===== src/rtl/mii_mac_pkg.sv =====
package mii_mac_pkg;
  localparam int NIB_W     = 4;
  localparam int BYTE_W    = 8;
  localparam logic [NIB_W-1:0] PRE_NIB = 4'h5;
  localparam logic [NIB_W-1:0] SFD_NIB = 4'hD;
  // number of 0x5 nibbles sent before the 0xD that closes the delimiter
  localparam int PRE_FIVES = 16;

  typedef enum logic {RX_HUNT, RX_DATA} rx_state_e;
  typedef enum logic [1:0] {TX_IDLE, TX_PRE, TX_DATA, TX_END} tx_state_e;

  function automatic logic [BYTE_W-1:0] join_nibbles(input logic [NIB_W-1:0] lo,
                                                     input logic [NIB_W-1:0] hi);
    return {hi, lo};
  endfunction

  function automatic logic [NIB_W-1:0] pick_nibble(input logic [BYTE_W-1:0] b,
                                                   input logic hi);
    return hi ? b[BYTE_W-1 -: NIB_W] : b[NIB_W-1:0];
  endfunction
endpackage


===== src/rtl/mii_clk_events.sv =====
module mii_clk_events #(
  parameter int CLK_DIV = 4
) (
  input  logic clk,
  input  logic rst_n,
  input  logic rev_mode,
  input  logic rx_fall_sel,
  input  logic rxclk_i,
  input  logic txclk_i,
  output logic rx_tick,
  output logic tx_tick,
  output logic gclk
);
  localparam int HALF = CLK_DIV / 2;
  localparam int CW   = $clog2(CLK_DIV);

  logic [CW-1:0] cnt;
  logic rx_q, tx_q;
  logic ext_rx_edge, ext_tx_edge;

  always_ff @(posedge clk or negedge rst_n) begin
    if (!rst_n) begin
      cnt  <= CW'(CLK_DIV - 1);
      rx_q <= 1'b0;
      tx_q <= 1'b0;
    end else begin
      cnt  <= (cnt == CW'(CLK_DIV - 1)) ? '0 : cnt + 1'b1;
      rx_q <= rxclk_i;
      tx_q <= txclk_i;
    end
  end

  // edges of the PHY-driven clocks, seen in the first cycle at the new level
  assign ext_rx_edge = rx_fall_sel ? (rx_q & ~rxclk_i) : (~rx_q & rxclk_i);
  assign ext_tx_edge = tx_q & ~txclk_i;

  assign gclk    = cnt < CW'(HALF);
  assign rx_tick = rev_mode ? (cnt == '0) : ext_rx_edge;
  assign tx_tick = rev_mode ? (cnt == CW'(HALF)) : ext_tx_edge;
endmodule


===== src/rtl/mii_rx_deframer.sv =====
module mii_rx_deframer
  import mii_mac_pkg::*;
(
  input  logic              clk,
  input  logic              rst_n,
  input  logic              tick,
  input  logic [NIB_W-1:0]  nib,
  input  logic              dv,
  input  logic              er,
  output logic [BYTE_W-1:0] data,
  output logic              valid,
  output logic              sof,
  output logic              eof,
  output logic              err,
  output logic              dribble
);
  rx_state_e         st;
  logic              half;
  logic [NIB_W-1:0]  lo;
  logic [BYTE_W-1:0] held;
  logic              held_v, held_first, first, er_seen;

  always_ff @(posedge clk or negedge rst_n) begin
    if (!rst_n) begin
      st <= RX_HUNT;  half <= 1'b0;  lo <= '0;  held <= '0;
      held_v <= 1'b0; held_first <= 1'b0; first <= 1'b0; er_seen <= 1'b0;
      data <= '0; valid <= 1'b0; sof <= 1'b0; eof <= 1'b0;
      err <= 1'b0; dribble <= 1'b0;
    end else begin
      valid <= 1'b0; sof <= 1'b0; eof <= 1'b0; err <= 1'b0; dribble <= 1'b0;
      if (tick) begin
        unique case (st)
          RX_HUNT: begin
            if (!dv) er_seen <= 1'b0;
            else begin
              if (er) er_seen <= 1'b1;
              if (nib == SFD_NIB) begin
                st <= RX_DATA; half <= 1'b0; held_v <= 1'b0; first <= 1'b1;
              end
            end
          end
          RX_DATA: begin
            if (!dv) begin
              // release the held byte as the frame's last one
              if (held_v) begin
                valid <= 1'b1; data <= held; sof <= held_first; eof <= 1'b1;
                err <= er_seen; dribble <= half;
              end
              st <= RX_HUNT; er_seen <= 1'b0; held_v <= 1'b0; half <= 1'b0;
            end else begin
              if (er) er_seen <= 1'b1;
              if (!half) begin
                lo <= nib; half <= 1'b1;
              end else begin
                half <= 1'b0;
                if (held_v) begin
                  valid <= 1'b1; data <= held; sof <= held_first;
                end
                held <= join_nibbles(lo, nib);
                held_v <= 1'b1; held_first <= first; first <= 1'b0;
              end
            end
          end
          default: st <= RX_HUNT;
        endcase
      end
    end
  end
endmodule


===== src/rtl/mii_tx_framer.sv =====
module mii_tx_framer
  import mii_mac_pkg::*;
(
  input  logic              clk,
  input  logic              rst_n,
  input  logic              tick,
  input  logic [BYTE_W-1:0] src_data,
  input  logic              src_valid,
  input  logic              src_last,
  output logic              src_ready,
  output logic [NIB_W-1:0]  txd,
  output logic              txen
);
  localparam int PCW = $clog2(PRE_FIVES + 1);

  tx_state_e      st;
  logic [PCW-1:0] pcnt;
  logic           half;

  assign src_ready = tick && (st == TX_DATA) && half;

  always_ff @(posedge clk or negedge rst_n) begin
    if (!rst_n) begin
      st <= TX_IDLE; pcnt <= '0; half <= 1'b0; txd <= '0; txen <= 1'b0;
    end else if (tick) begin
      unique case (st)
        TX_IDLE: if (src_valid) begin
          txen <= 1'b1; txd <= PRE_NIB; pcnt <= PCW'(1); st <= TX_PRE;
        end
        TX_PRE: if (pcnt == PCW'(PRE_FIVES)) begin
          txd <= SFD_NIB; st <= TX_DATA; half <= 1'b0;
        end else begin
          txd <= PRE_NIB; pcnt <= pcnt + 1'b1;
        end
        TX_DATA: if (!half) begin
          if (!src_valid) begin
            txen <= 1'b0; txd <= '0; st <= TX_IDLE;
          end else begin
            txd <= pick_nibble(src_data, 1'b0); half <= 1'b1;
          end
        end else begin
          txd <= pick_nibble(src_data, 1'b1); half <= 1'b0;
          if (src_last) st <= TX_END;
        end
        TX_END: begin
          txen <= 1'b0; txd <= '0; st <= TX_IDLE;
        end
        default: st <= TX_IDLE;
      endcase
    end
  end
endmodule


===== src/rtl/mii_nibble_mac.sv =====
module mii_nibble_mac
  import mii_mac_pkg::*;
#(
  parameter int CLK_DIV = 4
) (
  input  logic              clk,
  input  logic              rst_n,
  input  logic              rev_mode,
  input  logic              rx_fall_sel,
  input  logic              ln_rxclk_i,
  input  logic              ln_txclk_i,
  input  logic [NIB_W-1:0]  ln_rxd_i,
  input  logic              ln_rxdv_i,
  input  logic              ln_rxer_i,
  output logic [NIB_W-1:0]  ln_txd_o,
  output logic              ln_txen_o,
  output logic              ln_rclk_o,
  output logic              ln_tclk_o,
  output logic              ln_crs_o,
  output logic              ln_col_o,
  input  logic [BYTE_W-1:0] tx_data,
  input  logic              tx_valid,
  input  logic              tx_last,
  output logic              tx_ready,
  output logic [BYTE_W-1:0] rx_data,
  output logic              rx_valid,
  output logic              rx_sof,
  output logic              rx_eof,
  output logic              rx_err,
  output logic              rx_dribble
);
  logic rx_tick, tx_tick, gclk;

  mii_clk_events #(.CLK_DIV(CLK_DIV)) u_events (
    .clk(clk), .rst_n(rst_n), .rev_mode(rev_mode), .rx_fall_sel(rx_fall_sel),
    .rxclk_i(ln_rxclk_i), .txclk_i(ln_txclk_i),
    .rx_tick(rx_tick), .tx_tick(tx_tick), .gclk(gclk)
  );

  mii_rx_deframer u_rx (
    .clk(clk), .rst_n(rst_n), .tick(rx_tick),
    .nib(ln_rxd_i), .dv(ln_rxdv_i), .er(ln_rxer_i),
    .data(rx_data), .valid(rx_valid), .sof(rx_sof), .eof(rx_eof),
    .err(rx_err), .dribble(rx_dribble)
  );

  mii_tx_framer u_tx (
    .clk(clk), .rst_n(rst_n), .tick(tx_tick),
    .src_data(tx_data), .src_valid(tx_valid), .src_last(tx_last),
    .src_ready(tx_ready), .txd(ln_txd_o), .txen(ln_txen_o)
  );

  assign ln_rclk_o = rev_mode & gclk;
  assign ln_tclk_o = rev_mode & gclk;
  assign ln_crs_o  = rev_mode & (ln_txen_o | ln_rxdv_i);
  assign ln_col_o  = 1'b0;
endmodule


===== config.mk =====
export PLATFORM = sky130hd
export DESIGN_NAME = mii_nibble_mac
export DESIGN_NICKNAME = d
export VERILOG_FILES = /design/src/rtl/mii_mac_pkg.sv /design/src/rtl/mii_clk_events.sv /design/src/rtl/mii_rx_deframer.sv /design/src/rtl/mii_tx_framer.sv /design/src/rtl/mii_nibble_mac.sv
export SDC_FILE = /design/constraint.sdc
export NUM_CORES = 1
export LEC_CHECK = 0
export BUFFER_PORTS_ARGS = -buffer_cell sky130_fd_sc_hd__buf_2
export CORE_UTILIZATION = 39
export DETAILED_ROUTE_END_ITERATION = 10
export PLACE_DENSITY = 0.62
export SLEW_MARGIN = 5
export SYNTH_ARGS = -nofsm -noshare
export SYNTH_HDL_FRONTEND = slang
export SYNTH_HIERARCHICAL = 1
export SYNTH_SLANG_ARGS = --single-unit

===== constraint.sdc =====
create_clock -name clk -period 2.7 [get_ports clk]
set_clock_uncertainty 0.15 [all_clocks]
set_input_delay 0.135 -clock clk [delete_from_list [all_inputs] [get_ports clk]]
set_output_delay 0.135 -clock clk [all_outputs]
set_load 0.1 [all_outputs]

# --- Yosys cells after proc, flatten, opt, wreduce, memory -nomap -nowiden ---
# Cells that the tools add are included.
totals:
  out_inout_bits: 23
  ff_bits: 48
  input_bits: 22
classes:
  eq_ne: 21
  n_reduce_logical: 19
  add_sub_neg: 2
  muxes: 69
  bitwise_logic: 11
  order_cmp: 1
op_table:
  columns: ["op", "count"]
  rows:
  - ["2-to-1 mux 1 bit", 45]
  - ["2-to-1 mux 8 bit", 3]
  - ["2-to-1 mux 4 bit", 4]
  - ["one-hot mux 4 bit (4 select lines)", 1]
  - ["AND reduction 4 bit", 4]
  - ["AND reduction 5 bit", 3]
  - ["inequality test 2 bit (second input constant)", 7]
  - ["2-to-1 mux 2 bit", 6]
  - ["2-to-1 mux 5 bit", 2]
  - ["one-hot mux 1 bit (2 select lines)", 5]
  - ["one-hot mux 5 bit (2 select lines)", 1]
  - ["AND reduction 3 bit", 3]
  - ["equality test 2 bit (second input constant)", 4]
  - ["inequality test 2 x 1 -> 1 bit (second input constant)", 4]
  - ["one-hot mux 2 bit (4 select lines)", 1]
  - ["inequality test 3 bit (second input constant)", 2]
  - ["adder 5 x 1 -> 5 bit (second input constant)", 1]
  - ["bitwise AND 1 bit", 5]
  - ["equality test 5 bit (second input constant)", 1]
  - ["inverter 1 bit", 5]
  - ["equality test 4 bit (second input constant)", 1]
  - ["logical NOT 2 bit", 2]
  - ["AND reduction 2 bit", 2]
  - ["nonzero test 2 bit", 2]
  - ["other kinds (8)", 9]

# --- Depth between registers and ports, before layout ---
logic_depth:
  depth_word: 5
  ltp_mapped: 8
  ltp_nobuf: 7

# --- Hierarchy ---
# Netlist, hierarchy kept.
by_module_without_submodules:
  columns: ["module", "cells_each", "area_each_um2", "n_inst"]
  rows:
  - ["mii_rx_deframer", 77, 1181.1, 1]
  - ["mii_tx_framer", 89, 873.3, 1]
  - ["mii_clk_events", 16, 193.9, 1]
  - ["mii_nibble_mac", 5, 32.5, 1]

# --- Least setup slack after synthesis ---
# Ideal clock, no wire load.
synth_path:
  kind: "reg-to-output"
  start: "register u_events.cnt[1]"
  end: "output tx_ready"
  arrival_time_ns: 1.937
  stages_incl_launch_ff: 6
  path_slack_ns: 0.478
  path_cell_list: "dfstp_2 > ha_1 > nand2_1 > o21ai_0 > and3b_4 > and2_1"
synth_via:
  elab_chain_cells: 4
synth_rtl:
  columns: ["element", "line_no", "rtl"]
  rows:
  - ["from (decl)", "mii_clk_events.sv:17", "logic [CW-1:0] cnt;"]
  - ["from (signal assigned)", "mii_clk_events.sv:23", "cnt <= CW'(CLK_DIV - 1);"]
  - ["from (signal assigned)", "mii_clk_events.sv:27", "cnt <= (cnt == CW'(CLK_DIV - 1)) ? '0 : cnt + 1'b1;"]
  - ["equality test 2 bit", "mii_clk_events.sv:39", "assign tx_tick = rev_mode ? (cnt == CW'(HALF)) : ext_tx_edge;"]
  - ["2-to-1 mux 1 bit", "mii_clk_events.sv:39", null]
  - ["named net tx_tick", "mii_nibble_mac.sv:32", "logic rx_tick, tx_tick, gclk;"]
  - ["logical AND 1 bit (2 in a row)", "mii_tx_framer.sv:20", "assign src_ready = tick && (st == TX_DATA) && half;"]
  - ["to (decl)", "mii_nibble_mac.sv:24", "output logic tx_ready,"]
# The timed path passes the listed nets, and every way through them passes these cells.

# --- Worst setup path after layout ---
layout_path:
  start: "input ln_txclk_i"
  end: "output tx_ready"
layout_via:
  elab_chain_cells: 5
layout_rtl:
  columns: ["element", "line_no", "rtl"]
  rows:
  - ["from (decl)", "mii_nibble_mac.sv:11", "input logic ln_txclk_i,"]
  - ["inverter 1 bit", "mii_clk_events.sv:35", "assign ext_tx_edge = tx_q & ~txclk_i;"]
  - ["bitwise AND 1 bit", "mii_clk_events.sv:35", null]
  - ["2-to-1 mux 1 bit", "mii_clk_events.sv:39", null]
  - ["named net tx_tick", "mii_nibble_mac.sv:32", null]
  - ["logical AND 1 bit (2 in a row)", "mii_tx_framer.sv:20", null]
# The timed path passes the listed nets, and every way through them passes these cells.

==> summary.txt <==
Critical path
  • Worst setup SP type: input port
  • Critical path type: input port to primary output
  • Slowest cell on the critical path: o21ai_0
  • Worst endpoint data arrival time: 2.18 ns
  • WP data required: 2.41 ns
  • Critical Path, Cell by Cell: dlygate4sd3_1 -> buf_2 -> o21ai_0 -> and3b_4 -> and2_1 -> buf_12
  • CP peak stage delay: about 0.7 ns
  • CP endpoint kind: primary output
  • Critical Path Fanout Max: 7
  • FF-to-FF path depth: 5

Floorplanning
  • IO Count: between 40 and 50
  • Die Height: 78.5 um
  • Initial core utilization: 40.9%
  • Full die area: 6160 um^2
  • Core Region: 5570 um^2
  • Width of the die: 78.5 um
  • # rows: 27

STA
  • Rel. slew slack: 40.3%
  • Achievable Freq: 0.405 GHz
  • RSZ-0062 raised after global routing: no
  • Hold Violations, Final: 0
  • Min Tclk post-route: about 2.5 ns
  • Final slew viol count: 0
  • Final setup fails: 0
  • Worst Tran Pin Value: 0.887 ns
  • Post-route clock period utilization: 91.5%
  • Final setup TNS: 0 ns

Place
  • Post-DP HPWL: about 2900 um
  • Port bufs: 43
  • Placed Instances: 294
  • Routability cong.: about 0.77

Global route
  • Largest net degree at the start of global routing: 49
  • GRT Total Usage: 15.3%
  • Initial antenna violation count: 0
  • GRT overflow: 0
  • Vias in the first global route: ~1500
  • Global-route wire length before repair: 7200 um

Detailed routing
  • Drt first-iter violations: 108
  • Wire length per cell: 13.7 um
  • Routed Antenna Nets: 0
  • # DRC: 0
  • Via Count: 1581
  • Drt first pass iters: 4
  • Vias per cell: 5.08
  • Post-Route WL: 4250 um

Cells and area
  • Non-filler instance count after layout: 311
  • Diode count: 0
  • Fillers: 531
  • Layout Nets: approximately 270
  • Share of layout cells above drive strength 1: about 36%
  • Commonest non-fill, non-tap cell in the layout: dfrtp_1
  • Area Overhead vs Synth: 19.3%
  • Most frequent cells in the layout: dfrtp_1 (46), buf_2 (42), mux2_2 (17)

Yosys
  • EDFF count, synth: 0
  • Yosys warns: 6
  • Mapped Nets: 214
  • Seq/Total Area, Yosys: 52.8%
  • Top FF cell, synth: dfrtp_1
  • Syn Std Cell Area: 2280 um^2
  • Post-synthesis cell type count: 54
  • Cells after Synth: 187
  • Avg Inst Size Synth: roughly 12 um^2
  • FFs w/ async S/R, synth: 100%
  • Synth Register Bits: 48

Pwr
  • Sw Pwr: 781 uW
  • Worst VDD drop: 0.000621 V
  • Sequential share of power: 48.1%
  • Clock share of power: 20.5%
  • Leakage: 1.37 nW
  • Power Total: 2.02 mW
  • Internal Pwr Total: 1.24 mW
  • Pwr dens: 741 nW/um^2
  • Logic gate share of total power: 31.3%
  • Net switching fraction of the power: 38.7%

CTS
  • Clk slew on worst S/H paths: 0.09 ns
  • H-tree Lvls: 2
  • CTS tree: yes
  • Clk Latency, worst-skew pair: 0.30 ns
  • Post-CTS Setup Bufs: 0
  • CTS Sinks: 48
  • CTS Buf Count: 5
  • Root Buffer: clkbuf_8
  • Cts repair resizes: 0
  • Clock buffer depth: 2

Hold path
  • Hold/Removal Path Class: input port to flip-flop
  • WHS Path Cells: 4

Run status
  • Status: complete, no violations

Job
  • MaxCap Viol Count: 0
## through the flow
stage,worst slack (ns),util [%],cell area (um^2),hold slack [ns]
3_5_place_dp,0.432,45.6,2540,0.113
6_report,0.231,48.8,2720,0.0260
2_1_floorplan,0.478,-,2280,-0.311
3_3_place_gp,0.478,45.6,2540,0.114
5_1_grt,0.0915,48.8,2720,0.0658
4_1_cts,0.263,48.8,2720,0.0193
## cell families (layout without fill, tap and decap cells)
kind of cell	after synthesis	count (layout)	share of synthesized area, %
compound gates	41	41	13.4
mux	22	22	11.5
other cells	1	1	0.164
flops	48	48	52.8
fa+ha+maj	5	5	2.74
simple gates	51	51	14.5
buf+inv	19	71	4.99
## registers in the layout (all words and copies together), names as in the netlist, 2 cells and up
name          cells
u_events/cnt      2
u_rx/data         8
u_rx/held         8
u_rx/lo           4
u_tx/pcnt         5
u_tx/st           2
u_tx/txd          4
## power by group through the flow
stage          combinational, mW  sequential (mW)  clock [mW]
5_1_grt                    0.685            0.993       0.461
4_1_cts                    0.637            0.970       0.434
2_1_floorplan              0.405             1.10           0
3_3_place_gp               0.620            0.983           0
3_5_place_dp               0.624            0.984           0
6_report                   0.631            0.971       0.414
## layout make-up
cell class,instances,area (um^2),share of cell area (%)
multi-input combinational,120,963,35.4
timing repair buffer,56,353,13.0
sequential,48,1200,44.2
inverter,8,30.0,1.10
clock inverter,2,12.5,0.460
tap,72,90.1,3.31
clock buffer,5,68.8,2.53
## synthesized netlist by cell type, types with 2 or more instances
| cell | n | area, um^2 |
|---|---|---|
| nand3b_1 | 4 | 30.0 |
| o22a_1 | 2 | 17.5 |
| buf_4 | 4 | 30.0 |
| a31oi_1 | 4 | 25.0 |
| ha_1 | 5 | 62.6 |
| a21oi_2 | 2 | 17.5 |
| buf_2 | 4 | 20.0 |
| nand2_1 | 10 | 37.5 |
| a21oi_1 | 4 | 20.0 |
| o21ai_0 | 9 | 45.0 |
| nand4_1 | 2 | 12.5 |
| a211o_1 | 2 | 17.5 |
| nor2_1 | 6 | 22.5 |
| dfstp_2 | 2 | 52.6 |
| dfrtp_1 | 46 | 1150 |
| nand2b_1 | 3 | 18.8 |
| o211ai_1 | 2 | 15.0 |
| buf_6 | 3 | 33.8 |
| mux2_2 | 17 | 191 |
| nand3_1 | 2 | 10.0 |
| and2_1 | 6 | 37.5 |
| a21o_1 | 2 | 15.0 |
| inv_1 | 8 | 30.0 |
| a22o_1 | 3 | 26.3 |
| mux2_4 | 4 | 60.1 |
| o2bb2ai_1 | 2 | 17.5 |
| and2b_1 | 2 | 15.0 |
## worst max-delay path: cells and delay by family
family          cells  cell delay [ns]
compound gates      1             0.70
buf+inv             3             0.84
simple gates        2             0.50
## final timing paths
kind	from	to	slack, ns
hold reg to reg	u_rx/first	u_rx/first	0.33
max in group asynchronous	rst_n	u_rx/valid	1.69
setup / recovery	ln_txclk_i	tx_ready	0.23
min in group asynchronous	rst_n	u_rx/sof	0.31
setup reg to reg	u_events/cnt[0]	u_rx/held[3]	0.44
hold / removal	tx_data[5]	u_tx/txd[1]	0.03
## routing by layer
metal | track usage, % | part of all wire (%)
met3 | 3.26 | 4.5
met5 | 0 | 0
met1 | 20.6 | 51
met4 | 7.22 | 1.8
met2 | 23.3 | 43
## timing repair
item	4_1_cts	5_1_grt
hold endpoints to repair	59	0
hold buffers	10	0
endpoints found under the setup margin	0	0
Note: power is estimated with default switching activity, not from simulation.
